### src/rtl/dmach_pkg.sv
package dmach_pkg;

  typedef enum logic [1:0] {
    ST_IDLE  = 2'd0,
    ST_FETCH = 2'd1,
    ST_CHECK = 2'd2,
    ST_MOVE  = 2'd3
  } chan_st_e;

  // width codes held in the size word
  localparam logic [1:0] WC_BYTE = 2'd3;
  localparam logic [1:0] WC_HALF = 2'd2;
  localparam logic [1:0] WC_WORD = 2'd0;
  localparam int         WC_LSB  = 12;

  // descriptor word order in memory
  localparam int DESC_WORDS = 4;
  localparam int DW_DEV     = 0;
  localparam int DW_MEM     = 1;
  localparam int DW_SIZE    = 2;
  localparam int DW_LINK    = 3;

  function automatic logic [2:0] wc_bytes(input logic [1:0] wc);
    case (wc)
      WC_BYTE: wc_bytes = 3'd1;
      WC_HALF: wc_bytes = 3'd2;
      WC_WORD: wc_bytes = 3'd4;
      default: wc_bytes = 3'd0;
    endcase
  endfunction

endpackage

### src/rtl/dmach_fetch.sv
module dmach_fetch
  import dmach_pkg::*;
#(
  parameter int AW = 32
) (
  input  logic                           clk,
  input  logic                           rst_n,
  input  logic                           go_i,
  input  logic [AW-1:0]                  base_i,
  output logic                           rd_req_o,
  output logic [AW-1:0]                  rd_addr_o,
  input  logic                           rd_valid_i,
  input  logic [AW-1:0]                  rd_data_i,
  output logic [DESC_WORDS-1:0][AW-1:0]  words_o,
  output logic                           done_o
);

  localparam int                IDX_W    = $clog2(DESC_WORDS);
  localparam logic [IDX_W-1:0]  IDX_LAST = IDX_W'(DESC_WORDS - 1);

  logic                          busy_q, busy_d;
  logic [IDX_W-1:0]              idx_q, idx_d;
  logic [AW-1:0]                 base_q, base_d;
  logic [DESC_WORDS-1:0][AW-1:0] words_q, words_d;
  logic                          done_q, done_d;

  always_comb begin
    busy_d  = busy_q;
    idx_d   = idx_q;
    base_d  = base_q;
    words_d = words_q;
    done_d  = 1'b0;
    if (go_i) begin
      busy_d = 1'b1;
      idx_d  = '0;
      base_d = {base_i[AW-1:2], 2'b00};
    end else if (busy_q && rd_valid_i) begin
      words_d[idx_q] = rd_data_i;
      idx_d          = idx_q + 1'b1;
      if (idx_q == IDX_LAST) begin
        busy_d = 1'b0;
        done_d = 1'b1;
      end
    end
  end

  always_ff @(posedge clk or negedge rst_n) begin
    if (!rst_n) begin
      busy_q  <= 1'b0;
      idx_q   <= '0;
      base_q  <= '0;
      words_q <= '0;
      done_q  <= 1'b0;
    end else begin
      busy_q <= busy_d;
      idx_q  <= idx_d;
      done_q <= done_d;
      if (go_i) base_q <= base_d;
      if (busy_q && rd_valid_i) words_q <= words_d;
    end
  end

  assign rd_req_o  = busy_q;
  assign rd_addr_o = base_q + AW'({idx_q, 2'b00});
  assign words_o   = words_q;
  assign done_o    = done_q;


  fetch_overlap_chk: assert property (@(posedge clk) disable iff (!rst_n)
    go_i |-> !busy_q);


  fetch_done_idle_chk: assert property (@(posedge clk) disable iff (!rst_n)
    done_q |-> !busy_q);

endmodule

### src/rtl/dmach_path.sv
module dmach_path
  import dmach_pkg::*;
#(
  parameter int AW    = 32,
  parameter int CNT_W = 11
) (
  input  logic                          clk,
  input  logic                          rst_n,
  input  logic                          ld_cfg_i,
  input  logic [AW-1:0]                 cfg_dev_i,
  input  logic [AW-1:0]                 cfg_mem_i,
  input  logic [AW-1:0]                 cfg_size_i,
  input  logic [AW-1:0]                 cfg_link_i,
  input  logic                          ld_fetch_i,
  input  logic [DESC_WORDS-1:0][AW-1:0] fetch_words_i,
  input  logic                          step_i,
  output logic [AW-1:0]                 dev_o,
  output logic [AW-1:0]                 mem_o,
  output logic [AW-1:0]                 link_o,
  output logic [2:0]                    bytes_o,
  output logic                          last_o,
  output logic                          bad_o
);

  localparam logic [CNT_W-1:0] NARROW_MAX = CNT_W'((1 << (CNT_W - 1)) - 1);
  localparam logic [CNT_W-1:0] ONE        = CNT_W'(1);

  logic [AW-1:0]    dev_q, dev_d;
  logic [AW-1:0]    mem_q, mem_d;
  logic [AW-1:0]    link_q, link_d;
  logic [CNT_W-1:0] cnt_q, cnt_d;
  logic [1:0]       wc_q, wc_d;
  logic             en;

  assign en = ld_cfg_i | ld_fetch_i | step_i;

  always_comb begin
    dev_d  = dev_q;
    mem_d  = mem_q;
    link_d = link_q;
    cnt_d  = cnt_q;
    wc_d   = wc_q;
    if (ld_cfg_i) begin
      dev_d  = cfg_dev_i;
      mem_d  = cfg_mem_i;
      link_d = cfg_link_i;
      cnt_d  = cfg_size_i[CNT_W-1:0];
      wc_d   = cfg_size_i[WC_LSB+1:WC_LSB];
    end else if (ld_fetch_i) begin
      dev_d  = fetch_words_i[DW_DEV];
      mem_d  = fetch_words_i[DW_MEM];
      link_d = fetch_words_i[DW_LINK];
      cnt_d  = fetch_words_i[DW_SIZE][CNT_W-1:0];
      wc_d   = fetch_words_i[DW_SIZE][WC_LSB+1:WC_LSB];
    end else if (step_i) begin
      mem_d = mem_q + AW'(wc_bytes(wc_q));
      cnt_d = cnt_q - ONE;
    end
  end

  always_ff @(posedge clk or negedge rst_n) begin
    if (!rst_n) begin
      dev_q  <= '0;
      mem_q  <= '0;
      link_q <= '0;
      cnt_q  <= '0;
      wc_q   <= WC_WORD;
    end else if (en) begin
      dev_q  <= dev_d;
      mem_q  <= mem_d;
      link_q <= link_d;
      cnt_q  <= cnt_d;
      wc_q   <= wc_d;
    end
  end

  assign dev_o   = dev_q;
  assign mem_o   = mem_q;
  assign link_o  = link_q;
  assign bytes_o = wc_bytes(wc_q);
  assign last_o  = (cnt_q == ONE);
  assign bad_o   = (wc_bytes(wc_q) == 3'd0) || (cnt_q == '0) ||
                   ((wc_q != WC_WORD) && (cnt_q > NARROW_MAX));


  cnt_underflow_chk: assert property (@(posedge clk) disable iff (!rst_n)
    step_i |-> (cnt_q != '0));


  dev_fixed_chk: assert property (@(posedge clk) disable iff (!rst_n)
    step_i |=> $stable(dev_q));

endmodule

### src/rtl/dmach_ctrl.sv
module dmach_ctrl
  import dmach_pkg::*;
(
  input  logic       clk,
  input  logic       rst_n,
  input  logic       start_i,
  input  logic       chain_i,
  input  logic       to_dev_i,
  input  logic       fetch_done_i,
  input  logic       bad_i,
  input  logic       last_i,
  input  logic [1:0] link_code_i,
  input  logic       xfer_ack_i,
  output logic [1:0] state_o,
  output logic       ld_cfg_o,
  output logic       go_fetch_o,
  output logic       step_o,
  output logic       xfer_req_o,
  output logic       to_dev_o,
  output logic       done_o,
  output logic       err_o
);

  chan_st_e st_q, st_d;
  logic     chain_q, chain_d;
  logic     dir_q, dir_d;
  logic     done_q, done_d;
  logic     err_q, err_d;

  always_comb begin
    st_d       = st_q;
    chain_d    = chain_q;
    dir_d      = dir_q;
    done_d     = 1'b0;
    err_d      = 1'b0;
    ld_cfg_o   = 1'b0;
    go_fetch_o = 1'b0;
    step_o     = 1'b0;
    case (st_q)
      ST_IDLE: begin
        if (start_i) begin
          ld_cfg_o = 1'b1;
          chain_d  = chain_i;
          dir_d    = to_dev_i;
          st_d     = ST_CHECK;
        end
      end
      ST_FETCH: begin
        if (fetch_done_i) st_d = ST_CHECK;
      end
      ST_CHECK: begin
        if (bad_i) begin
          err_d  = 1'b1;
          done_d = 1'b1;
          st_d   = ST_IDLE;
        end else begin
          st_d = ST_MOVE;
        end
      end
      ST_MOVE: begin
        if (xfer_ack_i) begin
          step_o = 1'b1;
          if (last_i) begin
            done_d = link_code_i[0];
            if (chain_q && link_code_i[1]) begin
              go_fetch_o = 1'b1;
              st_d       = ST_FETCH;
            end else begin
              st_d = ST_IDLE;
            end
          end
        end
      end
      default: st_d = ST_IDLE;
    endcase
  end

  always_ff @(posedge clk or negedge rst_n) begin
    if (!rst_n) begin
      st_q    <= ST_IDLE;
      chain_q <= 1'b0;
      dir_q   <= 1'b0;
      done_q  <= 1'b0;
      err_q   <= 1'b0;
    end else begin
      st_q   <= st_d;
      done_q <= done_d;
      err_q  <= err_d;
      if (ld_cfg_o) begin
        chain_q <= chain_d;
        dir_q   <= dir_d;
      end
    end
  end

  assign state_o    = st_q;
  assign xfer_req_o = (st_q == ST_MOVE);
  assign to_dev_o   = dir_q;
  assign done_o     = done_q;
  assign err_o      = err_q;


  err_ends_idle_chk: assert property (@(posedge clk) disable iff (!rst_n)
    err_q |-> (st_q == ST_IDLE));


  move_only_valid_chk: assert property (@(posedge clk) disable iff (!rst_n)
    (st_q == ST_MOVE) |-> !bad_i);


  start_ignored_chk: assert property (@(posedge clk) disable iff (!rst_n)
    (st_q != ST_IDLE && start_i) |=> ($stable(chain_q) && $stable(dir_q)));


  done_after_ack_chk: assert property (@(posedge clk) disable iff (!rst_n)
    (step_o && last_i && !link_code_i[0]) |=> !done_q);

endmodule

### src/rtl/dma_chain_channel.sv
module dma_chain_channel
  import dmach_pkg::*;
#(
  parameter int AW    = 32,
  parameter int CNT_W = 11
) (
  input  logic          clk,
  input  logic          rst_n,
  input  logic          start_i,
  input  logic          chain_mode_i,
  input  logic          to_dev_i,
  input  logic [AW-1:0] cfg_dev_addr_i,
  input  logic [AW-1:0] cfg_mem_addr_i,
  input  logic [AW-1:0] cfg_size_i,
  input  logic [AW-1:0] cfg_next_i,
  output logic          rd_req_o,
  output logic [AW-1:0] rd_addr_o,
  input  logic          rd_valid_i,
  input  logic [AW-1:0] rd_data_i,
  output logic          xfer_req_o,
  output logic          xfer_to_dev_o,
  output logic [AW-1:0] xfer_dev_addr_o,
  output logic [AW-1:0] xfer_mem_addr_o,
  output logic [2:0]    xfer_bytes_o,
  input  logic          xfer_ack_i,
  output logic [1:0]    state_o,
  output logic          done_o,
  output logic          err_o
);

  logic                          ld_cfg, go_fetch, step, fetch_done;
  logic                          bad, last;
  logic [AW-1:0]                 link;
  logic [DESC_WORDS-1:0][AW-1:0] fwords;

  dmach_ctrl u_ctrl (
    .clk          (clk),
    .rst_n        (rst_n),
    .start_i      (start_i),
    .chain_i      (chain_mode_i),
    .to_dev_i     (to_dev_i),
    .fetch_done_i (fetch_done),
    .bad_i        (bad),
    .last_i       (last),
    .link_code_i  (link[1:0]),
    .xfer_ack_i   (xfer_ack_i),
    .state_o      (state_o),
    .ld_cfg_o     (ld_cfg),
    .go_fetch_o   (go_fetch),
    .step_o       (step),
    .xfer_req_o   (xfer_req_o),
    .to_dev_o     (xfer_to_dev_o),
    .done_o       (done_o),
    .err_o        (err_o)
  );

  dmach_path #(.AW(AW), .CNT_W(CNT_W)) u_path (
    .clk           (clk),
    .rst_n         (rst_n),
    .ld_cfg_i      (ld_cfg),
    .cfg_dev_i     (cfg_dev_addr_i),
    .cfg_mem_i     (cfg_mem_addr_i),
    .cfg_size_i    (cfg_size_i),
    .cfg_link_i    (cfg_next_i),
    .ld_fetch_i    (fetch_done),
    .fetch_words_i (fwords),
    .step_i        (step),
    .dev_o         (xfer_dev_addr_o),
    .mem_o         (xfer_mem_addr_o),
    .link_o        (link),
    .bytes_o       (xfer_bytes_o),
    .last_o        (last),
    .bad_o         (bad)
  );

  dmach_fetch #(.AW(AW)) u_fetch (
    .clk        (clk),
    .rst_n      (rst_n),
    .go_i       (go_fetch),
    .base_i     (link),
    .rd_req_o   (rd_req_o),
    .rd_addr_o  (rd_addr_o),
    .rd_valid_i (rd_valid_i),
    .rd_data_i  (rd_data_i),
    .words_o    (fwords),
    .done_o     (fetch_done)
  );

endmodule

### config.mk
export PLATFORM = sky130hd
export DESIGN_NAME = dma_chain_channel
export DESIGN_NICKNAME = d
export VERILOG_FILES = /design/src/rtl/dmach_pkg.sv /design/src/rtl/dmach_fetch.sv /design/src/rtl/dmach_path.sv /design/src/rtl/dmach_ctrl.sv /design/src/rtl/dma_chain_channel.sv
export SDC_FILE = /design/constraint.sdc
export NUM_CORES = 1
export LEC_CHECK = 0
export BUFFER_PORTS_ARGS = -buffer_cell sky130_fd_sc_hd__buf_2
export CAP_MARGIN = 30
export CORE_AREA = 5 5 224 172
export DETAILED_ROUTE_END_ITERATION = 12
export DIE_AREA = 0 0 229 177
export SLEW_MARGIN = 20
export SYNTH_ARGS = -nofsm -noshare
export SYNTH_HDL_FRONTEND = slang
export SYNTH_SLANG_ARGS = --single-unit
### constraint.sdc
create_clock -name clk -period 5.6 [get_ports clk]
set_clock_uncertainty 0.05 [all_clocks]
set_input_delay 0.84 -clock clk [delete_from_list [all_inputs] [get_ports clk]]
set_output_delay 0.84 -clock clk [all_outputs]
set_load 0.03 [all_outputs]
Word level (Yosys, flattened, before mapping)
Index checks and enable logic that the tools add are counted.
{"block": "word_totals", "output_inout_bits": 106, "regBits": 277, "wordCells": 107, "input_bits": 167}
{"block": "classes", "muxes": 47, "reduce_logical": 21, "addsub": 4, "n_eq_ne": 11, "order_cmp": 3, "bitwise": 3}
{"operator": "$mux W32", "count": 8}
{"operator": "$bwmux W128", "count": 1}
{"operator": "$demux W32 S2", "count": 1}
{"operator": "$mux W11", "count": 3}
{"operator": "$add A32 B3 Y32", "count": 1}
{"operator": "$add A32 B4 Y32", "count": 1}
{"operator": "$mux W1", "count": 19}
{"operator": "$mux W2", "count": 9}
{"operator": "$eq A11 B1 Y1 const B", "count": 1}
{"operator": "$gt A11 B10 Y1 const B", "count": 1}
{"operator": "$logic_not A11 Y1", "count": 1}
{"operator": "$sub A11 B1 Y11 const B", "count": 1}
{"operator": "$eq A2 B2 Y1 const B", "count": 5}
{"operator": "$mux W3", "count": 3}
{"operator": "$pmux W3 S3", "count": 1}
{"operator": "$pmux W2 S4", "count": 1}
{"operator": "$reduce_and A2 Y1", "count": 4}
{"operator": "$reduce_bool A2 Y1", "count": 4}
{"operator": "$ne A2 B1 Y1 const B", "count": 3}
{"operator": "$logic_and A1 B1 Y1", "count": 4}
{"operator": "$logic_not A2 Y1", "count": 2}
{"operator": "$reduce_and A4 Y1", "count": 1}
{"operator": "$logic_not A3 Y1", "count": 1}
{"operator": "$lt A2 B3 Y1 const B", "count": 1}
{"operator": "other kinds (10)", "count": 12}

Longest topological paths before layout
Gate-level depths: netlist of run 1.
{"block": "depth", "ltp_word": 9, "depth_mapped": 9, "depth_no_buf": 8}

Cells and area by module
A second synthesis of run 1 with hierarchy kept.
{"block": "unflattened", "cells_unflattened": 1172, "hier_area_um2": 13244.0}
{"module": "dmach_fetch", "area_per_inst_um2": 6736.5, "cells_per_inst": 441, "seq_area_each_um2": 4053.9, "n_inst": 1}
{"module": "dmach_path", "area_per_inst_um2": 6233.5, "cells_per_inst": 706, "seq_area_each_um2": 2727.6, "n_inst": 1}
{"module": "dmach_ctrl", "area_per_inst_um2": 274.0, "cells_per_inst": 25, "seq_area_each_um2": 150.1, "n_inst": 1}

Least setup slack after synthesis of run 1
Ideal clock, no wire load.
{"block": "synth_path", "path_kind": "reg2out", "from": "register u_fetch.idx_q[0]", "to": "output rd_addr_o[28]", "n_path_buf": 0, "path_slack_ns": 2.376, "arrival_ns": 2.334, "path_stages_with_launch": 8, "t_required_ns": 4.710, "cell_sequence": "dfrtp_1 ha_1 fa_1 inv_1 nor3_1 nand4_1 nor2_1 xor2_1"}
{"block": "synth_via", "elab_chain_cells": 1}
{"element": "start: declaration", "line": "dmach_fetch.sv:22", "rtl": "logic [IDX_W-1:0] idx_q, idx_d;"}
{"element": "start signal: assignment", "line": "dmach_fetch.sv:56", "rtl": "idx_q <= idx_d;"}
{"element": "$add A32 B4 Y32", "line": "dmach_fetch.sv:64", "rtl": "assign rd_addr_o = base_q + AW'({idx_q, 2'b00});"}
{"element": "end: declaration", "line": "dma_chain_channel.sv:17", "rtl": "output logic [AW-1:0] rd_addr_o,"}
No other way between the ends.

Final worst setup path of run 1
Same ends and word-level chain as after synthesis.

==> impl_results.md, run 1 <==
* Slowest-stage cell, CP: nor3_1
* DR vias at 9704
* R2R Setup Slk at between 2 and 3 ns
* Synth Area per Inst at 11.0 um^2
* CP bufs+invs at 2
* Fin crit share at 0.737
* Hold crit path type: input port to async pin
* Post-cts sizing count at 0
* Final #Nets at roughly 1500
* Crit Reg-Reg Endpoint: u_fetch.words_o[25]
* Later-pin clock latency in the skew report at around 0.55 ns
* Worst path required time at 4.71 ns
* Pwr Total at 4.98 mW
* WP data arrival at 3.24 ns
* Total CTS buffers at 28
* P&R area growth vs syn at 22.3%
* CP Class: flop to output pin
* Top post-synthesis cells by area: dfrtp_1, mux2_2, mux2i_1
* Commonest cells after routing, fill and taps aside: dfrtp_1, buf_2, nand2_1
* Post-synth top area cell: dfrtp_1
* Setup violations, final at 0
* Layout cell share with drive strength beyond 1 at 0.329
* CTS Buffer Depth at 3
* Total clock sinks at 258
* Mapped Area at ~0.012 mm^2
* Root buf cell: clkbuf_16
* Sequential area share after synthesis at 0.520
* Number of global-route vias before repair at 9828
* IR drop worst, VDD at 0.000253 V
* CP cell instances: ha_1, fa_1, inv_1, nor3_1, nand4_1, nor2_1, xor2_1, buf_2
* Status: finished clean
* Die X at 229 um
* Setup TNS at 0 ns
* Post-DP HPWL at 26900 um
* Vias per cell at 5.23
* R2R Path Start: u_path.cnt_q[6]
* DR WL met3 at 2760 um
* DR pass1 iterations at 5
* Synth top area share at 0.520
* Post-layout min period at approximately 4.1 ns
* CTS Hold Bufs at 0
* Synth Flop Type: dfrtp_1
* Wl on met1 at about 17000 um
* Max Used Layer: met5
* Syn Inst Count at 1127
* Crit-path max cell delay at 0.63 ns
* All-Layer GR Usage at 0.183
* First-pass GRT wire length at 58700 um
* Number of synthesized flops with an enable pin at 0
* Core ar. at 0.0363 mm^2
* Fmax at between 200 and 250 MHz
* RePlAce Congestion at 0.894
* #FFs+latches synth at 258
* Power density over the cells at 328 mW/mm^2
* RSZ-0062 raised after global routing: no
* PortBufs at 251
* Clock Pin Slew Worst Setup and Hold Paths at around 0.06 ns
* Die area at 0.0405 mm^2
* Final ANT Viol Nets at 0
* Slew margin rel. at 0.394
* Yosys cell types at 57
* Average routed wire per standard cell at 20.5 um
* Crit-path max FO at 5
* Slew Viols, Final at 0
* Setup bufs post-CTS at 0
* Max-capacitance violation count at 0
* Pleak at between 7 and 8 nW
* DIE HEIGHT at 177 um
* Filler Cell Count at around 3500
* Total length of routed met2 wires at between 15000 and 20000 um
* Nature of the critical path startpoint: flop
* Final Hold Viols at 0
* Area of the multi-input gates at 0.00561 mm^2
* Initial DRC count at 676
* R2r worst-path depth at 5
* Total congestion overflow at 0
* CP Capture Type: output pin
* DRC violation count after routing at 0
* Post-synthesis async set-or-reset flop share at 1.00
* CP delay by family, top: simple AND/OR/NAND/NOR gates
* Initial antenna violation count at 5
* Largest net degree at the start of global routing at between 150 and 200
* FF/Latch Area at around 0.0065 mm^2
* H-tree depth at 1
* Post-Route WL at 38100 um
* CTS tree: built
* Slew @ Worst Pin at 0.906 ns
* IO Pins at 273
* Synthesis Warnings at 0
* Commonest non-fill, non-tap cell in the layout: dfrtp_1
* Initial Util at 0.342
* Core Rows at 61
==> metrics by stage <==
step           worst slack [ns]   util  hold WS (ns)  cell area [um^2]  std cells
2_1_floorplan              2.38      -         0.399             12400       1128
3_3_place_gp               2.04  0.389         0.409             14100       1799
3_5_place_dp               2.01  0.390         0.414             14100       1802
4_1_cts                    1.40  0.418         0.233             15100       1854
5_1_grt                    1.22  0.418         0.243             15200       1856
6_report                   1.47  0.418         0.206             15200       1857
==> cells in the mapped netlist, types with 3 or more instances <==
cell	n
o221ai_1	4
buf_4	9
nand3_1	28
a2bb2oi_1	3
o31ai_1	3
and2_1	7
dfrtp_1	258
inv_1	15
mux2i_1	71
nand4_1	26
a22oi_1	5
or3_1	4
buf_6	3
xnor2_1	32
nand2_1	134
a21o_1	5
o21a_1	3
o211ai_1	4
nor2_1	43
mux2_2	125
o22ai_1	8
mux2_1	11
a31oi_1	4
a21oi_1	44
and4_1	7
o21ai_0	107
a211oi_1	4
nand2_2	4
xor2_1	20
clkbuf_1	40
o311ai_0	6
nor4_1	4
nor3_1	11
nor2b_1	4
and3_1	19
or4_1	4
buf_1	10
ha_1	13
==> power breakdown <==
part	total (mW)	switching, mW	leakage (nW)	internal [mW]
logic	0.786	0.491	3.26	0.295
registers	2.20	0.181	3.31	2.02
clock network	2.00	0.787	0.484	1.21
==> worst max path at each step <==
stage / slack (ns) / cells past startpoint / endpoint / startpoint
floorplan: 2.38 / 7 / rd_addr_o[28] / u_fetch.idx_q[0]
global route: 1.22 / 8 / rd_addr_o[28] / u_fetch.idx_q[0]
global placement: 2.04 / 8 / rd_addr_o[28] / u_fetch.idx_q[0]
CTS: 1.40 / 8 / rd_addr_o[28] / u_fetch.idx_q[0]
detailed placement: 2.01 / 8 / rd_addr_o[28] / u_fetch.idx_q[0]
finish: 1.47 / 8 / rd_addr_o[28] / u_fetch.idx_q[0]
==> final cells by class <==
class / count / area share
Inverter: 15 / 0.00371
Sequential cell: 258 / 0.426
Antenna cell: 1 / 0.000165
Clock buffer: 37 / 0.0538
Multi-Input combinational cell: 791 / 0.370
Tap cell: 472 / 0.0389
Clock inverter: 15 / 0.0129
Timing Repair Buffer: 268 / 0.0945
==> logic make-up after synthesis <==
family / share of synthesized area
DFF: 0.520
AOI/OAI and AO/OA: 0.0974
muxes: 0.181
other: 0.000302
adders and majority gates: 0.0163
and+or+nand+nor: 0.119
xor gates and xnor gates: 0.0367
buffers and inverters: 0.0286
==> flip-flops by register name, summed over array words and instances, names as in the netlist <==
| signal | cells |
|---|---|
| u_ctrl.done_o | 1 |
| u_path.cnt_q | 11 |
| u_fetch.words_o | 109 |
| u_fetch.base_q | 30 |
| u_path.wc_q | 2 |
| u_fetch.idx_q | 2 |
| u_fetch.rd_req_o | 1 |
| u_fetch.done_o | 1 |
| u_ctrl.chain_q | 1 |
| u_ctrl.err_o | 1 |
| u_ctrl.state_o | 2 |
| u_path.dev_o | 32 |
| u_ctrl.to_dev_o | 1 |
| u_path.link_o | 32 |
| u_path.mem_o | 32 |
==> layer usage <==
metal | track usage | vias up
li1 | - | 4504
met1 | 0.255 | 4854
met2 | 0.295 | 282
met3 | 0.0492 | 58
met4 | 0.0283 | 6
met5 | 0 | -
Power figures use the tool's default switching activity.
==> run 2: changes to the inputs <==
ABC_AREA = 1   (was default)
CORE_AREA = 5 5 231 177   (was 5 5 224 172)
DIE_AREA = 0 0 236 182   (was 0 0 229 177)
clock period = 3.9 ns   (was 5.6 ns; I/O delays follow)
==> run 2 against run 1 <==
  * Worst hold slack lost 0.042 ns
  * First-iteration DRC count up 34%
  * Die area increased by 6.0%
  * Clock power rose by 54%
  * Sequential power rose by 22%
  * Setup slack worse by 1.1 ns
  * Synthesized area grew 6.5%
  * Routed wire length rose by 20%
  * Utilization down 0.59 points
  * Count of clock-buffer cells in the layout increased by 2
  * Non-clock buffer count fell by 1
  * Largest cell class unchanged
==> impl_results.md, run 2 <==
* Core ar. at 0.0387 mm^2 (was 0.0363 mm^2)
* Commonest non-fill, non-tap cell in the layout: nand2_1 (was dfrtp_1)
* Hold Path Origin: to_dev_i
* CP Capture Type: output pin (unchanged)
* Post-DP HPWL at 32900 um (was 26900 um)
* H-tree depth at 1 (unchanged)
* Met3 Usage GRT at 0.0515 (was 0.0492)
* XOR/XNOR Fraction of Synth Area at 0.0265 (was 0.0367)
* Initial DRC count at 909 (was 676)
* Pre-CTS setup slack at 0.936 ns (was 2.01 ns)
* Initial antenna violation count at 10 (was 5)
* Total clock sinks at 258 (unchanged)
* Initial Util at 0.341 (was 0.342)
* Most used routing layer: met2 (unchanged)
* R2R Path Start: u_path.cnt_q[1] (was u_path.cnt_q[6])
* Core Rows at 63 (was 61)
* CP Class: flop to output pin (unchanged)
* Layout cell share with drive strength beyond 1 at 0.187 (was 0.329)
* Status: finished clean (unchanged)
* Pleak at 8.51 nW (was 7.06 nW)
* DRC violation count after routing at 0 (unchanged)
* Crit Reg-Reg Endpoint: u_fetch.words_o[37] (was u_fetch.words_o[25])
* Power density over the cells at 373 mW/mm^2 (was 328 mW/mm^2)
* Fmax at 282 MHz
* Hold path cells at 3
* R2r worst-path depth at 9 (was 5)
* Met2 Use GR at 0.305 (was 0.295)
* Worst hold slack at 0.164 ns (was 0.206 ns)
* Largest net degree at the start of global routing at 90 (was 182)
* Mapped Area at 0.0132 mm^2 (was 0.0124 mm^2)
* Setup bufs post-CTS at 0 (unchanged)
* Synth Area in Compound Gates at 0.108 (was 0.0974)
* #FFs+latches synth at 258 (unchanged)
* Filler Cell Count at 4053 (was 3497)
* Setup violations, final at 0 (unchanged)
* Most frequent cells after synthesis: nand2_1, dfrtp_1, inv_1 (was dfrtp_1, nand2_1, mux2_2)
* DIE HEIGHT at 182 um (was 177 um)
* Post-cts sizing count at 0 (unchanged)
* Final #Nets at 2100 (was 1544)
* IO Pins at 273 (unchanged)
* Post-route setup slack at 0.358 ns (was 1.47 ns)
* CTS tree: built (unchanged)
* Fin crit share at 0.908
* Root buf cell: clkbuf_16 (unchanged)
* Commonest cells after routing, fill and taps aside: nand2_1, dfrtp_1, buf_2 (was dfrtp_1, buf_2, nand2_1)
* Synth Flop Type: dfrtp_1 (unchanged)
* Mux contribution to synthesized area at 0.00303 (was 0.181)
* First-pass GRT wire length at 69000 um (was 58700 um)
* Post-synthesis async set-or-reset flop share at 1.00 (unchanged)
* Worst path required time at 3.26 ns (was 4.71 ns)
* Sequential area share after synthesis at 0.489 (was 0.520)
* Top post-synthesis cells by area: dfrtp_1, nand2_1, o21ai_0 (was dfrtp_1, mux2_2, mux2i_1)
* Final Hold Viols at 0 (unchanged)
* Later-pin clock latency in the skew report at 0.58 ns (was 0.55 ns)
* Number of global-route vias before repair at 11415 (was 9828)
* Total congestion overflow at 0 (unchanged)
* RSZ-0062 raised after global routing: no (unchanged)
* Yosys cell types at 47 (was 57)
* Worst Hold Path EP: u_ctrl.to_dev_o
* Number of synthesized flops with an enable pin at 0 (unchanged)
* FF/Latch Area at 0.00646 mm^2 (about the same)
* Hold crit path type: input port to flop (was input port to async pin)
* Synth top area share at 0.489 (was 0.520)
* PortBufs at 251 (unchanged)
* Post-synth top area cell: dfrtp_1 (unchanged)
* Post-Route WL at 45800 um (was 38100 um)
* WP data arrival at 2.91 ns (was 3.24 ns)
* IR drop worst, VDD at 0.000287 V (was 0.000253 V)
* Max reg flops at 109 (unchanged)
* Slew margin rel. at 0.324 (was 0.394)
* Nature of the critical path startpoint: flop (unchanged)
* RePlAce Congestion at 0.915 (was 0.894)
* Simple-Gate Fraction of Synth Area at 0.274 (was 0.119)
* Die area at 0.0430 mm^2 (was 0.0405 mm^2)
* Combinational family with the most area after synthesis: simple AND/OR/NAND/NOR gates (was multiplexers)
* Crit-path max FO at 5 (unchanged)
* Met1 Use GR at 0.304 (was 0.255)
* Post-synthesis adder-cell area fraction at 0.0153 (was 0.0163)
* Max-capacitance violation count at 0 (unchanged)
* Syn Inst Count at 1699 (was 1127)
* Clock Pin Slew Worst Setup and Hold Paths at 0.06 ns (about the same)
* DR pass1 iterations at 5 (unchanged)
* Synthesis Warnings at 0 (unchanged)
* Die X at 236 um (was 229 um)
* R2R Setup Slk at 1.33 ns (was 2.59 ns)
* Slew @ Worst Pin at 1.01 ns (was 0.906 ns)
* DR vias at 12010 (was 9704)
* Vias per cell at 4.88 (was 5.23)
* Most frequent cell after synthesis: nand2_1 (was dfrtp_1)
* CTS Buffer Depth at 3 (unchanged)
* Post-layout min period at 3.54 ns
* Final ANT Viol Nets at 0 (unchanged)
* Total CTS buffers at 29 (was 28)
* Average routed wire per standard cell at 18.6 um (was 20.5 um)
* All-Layer GR Usage at 0.206 (was 0.183)
* Synth Area per Inst at 7.77 um^2 (was 11.0 um^2)
* Area of the multi-input gates at 0.00568 mm^2 (was 0.00561 mm^2)
* Setup TNS at 0 ns (unchanged)
* P&R area growth vs syn at 20.9% (was 22.3%)
* Slew Viols, Final at 0 (unchanged)
-- run 2: cell types whose count changed after synthesis, moves of 20 or more --
cell / change
mux2_2: -125
a21oi_1: -21
o21ai_0: +52
nand2_1: +446
nor2_1: +48
mux2i_1: -67
o21ai_2: +20
xnor2_1: -22
buf_2: +23
inv_1: +157
nand3_1: +128
-- run 2: repair_timing --
item,CTS,global route
hold buffers,1,0
endpoints found under the setup margin,0,0
endpoints found under the hold margin,66,0
-- run 2: logic make-up after synthesis --
| kind of cell | count (synthesis) |
|---|---|
| adders and majority gates | 15 |
| buffers and inverters | 259 |
| muxes | 4 |
| AOI/OAI and AO/OA | 253 |
| and+or+nand+nor | 869 |
| other | 1 |
| DFF | 258 |
| xor gates and xnor gates | 40 |
-- run 2: how the worst max path moves through the flow --
| stage | end | from | slack [ns] |
|---|---|---|---|
| after global routing | rd_addr_o[24] | u_fetch.idx_q[0] | 0.05 |
| after floorplan | rd_addr_o[30] | u_fetch.idx_q[0] | 1.18 |
| after CTS | rd_addr_o[27] | u_fetch.idx_q[1] | 0.30 |
| final | rd_addr_o[27] | u_fetch.idx_q[1] | 0.36 |
| after detailed placement | rd_addr_o[27] | u_fetch.idx_q[1] | 0.94 |
| after global placement | rd_addr_o[27] | u_fetch.idx_q[1] | 0.94 |
-- run 2: critical path: stages (launching register included) --
cell and delay (ns):
dfrtp_1 0.44, ha_1 0.29, nand2_1 0.05, a21oi_1 0.30
nand3_1 0.26, nor3_1 0.39, nand2_1 0.18, xor2_1 0.19
buf_2 0.22
-- run 2: where the power goes --
part	total [mW]	switching (mW)	internal, mW
Sequential	2.68	0	2.68
Combinational	0.199	0.139	0.0597
Clock	3.08	1.18	1.90
Total	5.96	1.32	4.63
-- run 2: routing by layer --
| metal | wire [um] | share of wire | up-vias |
|---|---|---|---|
| met4 | 1050 | 0.023 | 10 |
| li1 | - | - | 5849 |
| met1 | 22000 | 0.48 | 5688 |
| met2 | 19300 | 0.42 | 399 |
| met3 | 3370 | 0.074 | 64 |
| met5 | 43 | 0.00094 | - |
-- run 2: metrics by stage --
step / utilization / area, um^2 / cells / total power, mW
4_1_cts: 0.412 / 16000 / 2460 / 6.03
5_1_grt: 0.412 / 16000 / 2461 / 6.15
3_3_place_gp: 0.384 / 14900 / 2406 / 2.93
2_1_floorplan: - / 13200 / 1700 / 2.74
3_5_place_dp: 0.384 / 14900 / 2406 / 2.93
6_report: 0.413 / 16000 / 2463 / 5.96
-- run 2: cell type report --
class / instances / share of cell area
multi-input combinational: 1183 / 0.356
antenna: 3 / 0.000470
tap: 520 / 0.0408
sequential: 258 / 0.404
inverter: 179 / 0.0421
clock inverter: 14 / 0.0151
timing repair buffer: 267 / 0.0893
clock buffer: 39 / 0.0522
==> run 3: changes to the inputs <==
ABC_AREA = default   (was 1)
CORE_AREA = 5 5 224 172   (was 5 5 231 177)
DIE_AREA = 0 0 229 177   (was 0 0 236 182)
==> run 3 against run 2 <==
  * Die area shrank 5.6%
  * Via count shrank 19%
  * Flip-flop and latch count is the same
  * Critical path depth grew 1
  * Global-route usage shrank 2.1 points
  * Utilization grew 0.70 points
  * Fmax shrank 0.29%
  * Power grew 19%
  * Setup slack lost 0.010 ns
  * Register-to-register slack lost 0.32 ns
  * Routed wire length shrank 16%
==> impl_results.md, run 3 (synthesis gave the netlist of run 1 again) <==
* Status: finished clean (unchanged)
* Initial Util at 0.342 (was 0.341)
* Switching Fraction at 0.293 (was 0.222)
* RePlAce Congestion at 0.900 (was 0.915)
* Fin crit share at 0.911 (was 0.908)
* PortBufs at 251 (unchanged)
* Slew @ Worst Pin at 0.853 ns (was 1.01 ns)
* Total clock sinks at 258 (unchanged)
* P&R area growth vs syn at 22.6% (was 20.9%)
* DR pass1 iterations at 5 (unchanged)
* Dpl cells at 1814 (was 2406)
* Setup TNS at 0 ns (unchanged)
* Power density over the cells at 466 mW/mm^2 (was 373 mW/mm^2)
* All-Layer GR Usage at 0.184 (was 0.206)
* Initial DRC count at 700 (was 909)
* Commonest non-fill, non-tap cell in the layout: dfrtp_1 (was nand2_1)
* Final Instance Count excl. Fillers at 1868 (was 2463)
* Post-cts sizing count at 0 (unchanged)
* Average routed wire per standard cell at 20.5 um (was 18.6 um)
* Cell Int Power at 5.01 mW (was 4.63 mW)
* Worst path required time at 3.26 ns (about the same)
* Root buf cell: clkbuf_16 (unchanged)
* Clock Pin Slew Worst Setup and Hold Paths at 0.06 ns (about the same)
* Sequential fraction of design power at 0.445 (was 0.449)
* Post-layout min period at 3.55 ns (was 3.54 ns)
* R2R Setup Slk at 1.01 ns (was 1.33 ns)
* NetSw at 2.08 mW (was 1.32 mW)
* Number of global-route vias before repair at 9932 (was 11415)
* Fmax at 282 MHz (about the same)
* Crit-path max FO at 7 (was 5)
* Die area at 0.0405 mm^2 (was 0.0430 mm^2)
* Final #Nets at 1555 (was 2100)
* Pleak at 7.11 nW (was 8.51 nW)
* Comb power frac at 0.161 (was 0.033)
* Later-pin clock latency in the skew report at 0.55 ns (was 0.58 ns)
* Post-Route WL at 38300 um (was 45800 um)
* DIE HEIGHT at 177 um (was 182 um)
* Max reg flops at 109 (unchanged)
* RSZ-0062 raised after global routing: no (unchanged)
* R2r worst-path depth at 6 (was 9)
* Total congestion overflow at 0 (unchanged)
* Die X at 229 um (was 236 um)
* Final ANT Viol Nets at 0 (unchanged)
* Slew margin rel. at 0.429 (was 0.324)
* Vias per cell at 5.22 (was 4.88)
* Core Rows at 61 (was 63)
* Commonest cells after routing, fill and taps aside: dfrtp_1, buf_2, nand2_1 (was nand2_1, dfrtp_1, buf_2)
* CP Class: flop to output pin (unchanged)
* WP data arrival at 2.92 ns (was 2.91 ns)
* H-tree depth at 1 (unchanged)
* IR drop worst, VDD at 0.000221 V (was 0.000287 V)
* Clock group share of total power at 0.395 (was 0.517)
* Hold crit path type: input port to async pin (was input port to flop)
* Crit Reg-Reg Endpoint: u_fetch.words_o[28] (was u_fetch.words_o[37])
* Layout cell share with drive strength beyond 1 at 0.334 (was 0.187)
* IO Pins at 273 (unchanged)
* Post-DP HPWL at 27400 um (was 32900 um)
* R2R Path Start: u_path.cnt_q[6] (was u_path.cnt_q[1])
* Nature of the critical path startpoint: flop (unchanged)
* Slew Viols, Final at 0 (unchanged)
* Final Hold Viols at 0 (unchanged)
* Max-capacitance violation count at 0 (unchanged)
* CP Capture Type: output pin (unchanged)
* CTS tree: built (unchanged)
* DRC violation count after routing at 0 (unchanged)
* CTS Buffer Depth at 3 (unchanged)
* DR vias at 9745 (was 12010)
* Total CTS buffers at 28 (was 29)
* CTS Hold Bufs at 0 (was 1)
* Setup violations, final at 0 (unchanged)
* Core ar. at 0.0363 mm^2 (was 0.0387 mm^2)
* Initial antenna violation count at 7 (was 10)
* First-pass GRT wire length at 59200 um (was 69000 um)
* Setup bufs post-CTS at 0 (unchanged)
* Largest net degree at the start of global routing at 119 (was 90)
==> run 3: cell types whose count changed in the layout (fill, tap and decap cells not counted), moves of 18 or more <==
cell | before | now
nand2_1 | 580 | 134
inv_1 | 172 | 15
nand3_1 | 155 | 28
mux2_2 | 0 | 125
mux2i_1 | 4 | 71
o21ai_0 | 159 | 107
nor2_1 | 88 | 43
xnor2_1 | 10 | 32
a21oi_1 | 23 | 44
o21ai_2 | 20 | 0
o211ai_1 | 23 | 4
and3_1 | 1 | 19
nand4_1 | 8 | 26
==> run 3: worst max-delay path, cell delays in order, from the launching register on <==
cell	delay, ns
dfrtp_1	0.40
ha_1	0.24
fa_1	0.30
inv_1	0.06
nor3_1	0.25
buf_4	0.23
nand4_1	0.25
nor2_1	0.21
xor2_1	0.20
buf_2	0.24
==> run 3: area by class of cell <==
type	count	area (um^2)
clock buffer	37	826
tap	472	591
sequential	258	6460
fill	3471	21000
clock inverter	14	154
timing repair buffer	279	1510
multi-input combinational	791	5610
antenna	2	5.00
inverter	15	56.3
==> run 3: metrics by stage <==
step	hold WS [ns]	setup WS, ns	cell area (um^2)	util	power (mW)
2_1_floorplan	0.239	0.931	12400	-	3.85
3_3_place_gp	0.413	0.882	14200	0.392	4.30
3_5_place_dp	0.416	0.886	14200	0.392	4.33
4_1_cts	0.0623	0.293	15200	0.419	7.17
5_1_grt	0.0711	0.0439	15200	0.419	7.42
6_report	0.0416	0.348	15200	0.419	7.08
==> run 3: power by group through the flow <==
stage | Combinational [mW] | Clock, mW | Sequential [mW]
5_1_grt | 1.25 | 2.99 | 3.18
4_1_cts | 1.15 | 2.88 | 3.15
6_report | 1.14 | 2.80 | 3.15
3_5_place_dp | 1.14 | 0 | 3.19
2_1_floorplan | 0.513 | 0 | 3.33
3_3_place_gp | 1.12 | 0 | 3.19
==> run 3: worst max path at each step <==
stage          slack, ns  cells past startpoint       endpoint        startpoint
2_1_floorplan       0.93                      7  rd_addr_o[28]  u_fetch.idx_q[0]
5_1_grt             0.04                      9  rd_addr_o[28]  u_fetch.idx_q[0]
6_report            0.35                      9  rd_addr_o[28]  u_fetch.idx_q[0]
3_3_place_gp        0.88                      9  rd_addr_o[28]  u_fetch.idx_q[0]
3_5_place_dp        0.89                      9  rd_addr_o[28]  u_fetch.idx_q[0]
4_1_cts             0.29                      9  rd_addr_o[28]  u_fetch.idx_q[0]
==> run 3: layer usage <==
| layer | track usage | part of all wire | vias to the layer above |
|---|---|---|---|
| met5 | 0 | 0.00076 | - |
| met3 | 0.0516 | 0.077 | 52 |
| met1 | 0.257 | 0.45 | 4824 |
| met4 | 0.0308 | 0.017 | 6 |
| met2 | 0.295 | 0.45 | 333 |
| li1 | - | - | 4530 |
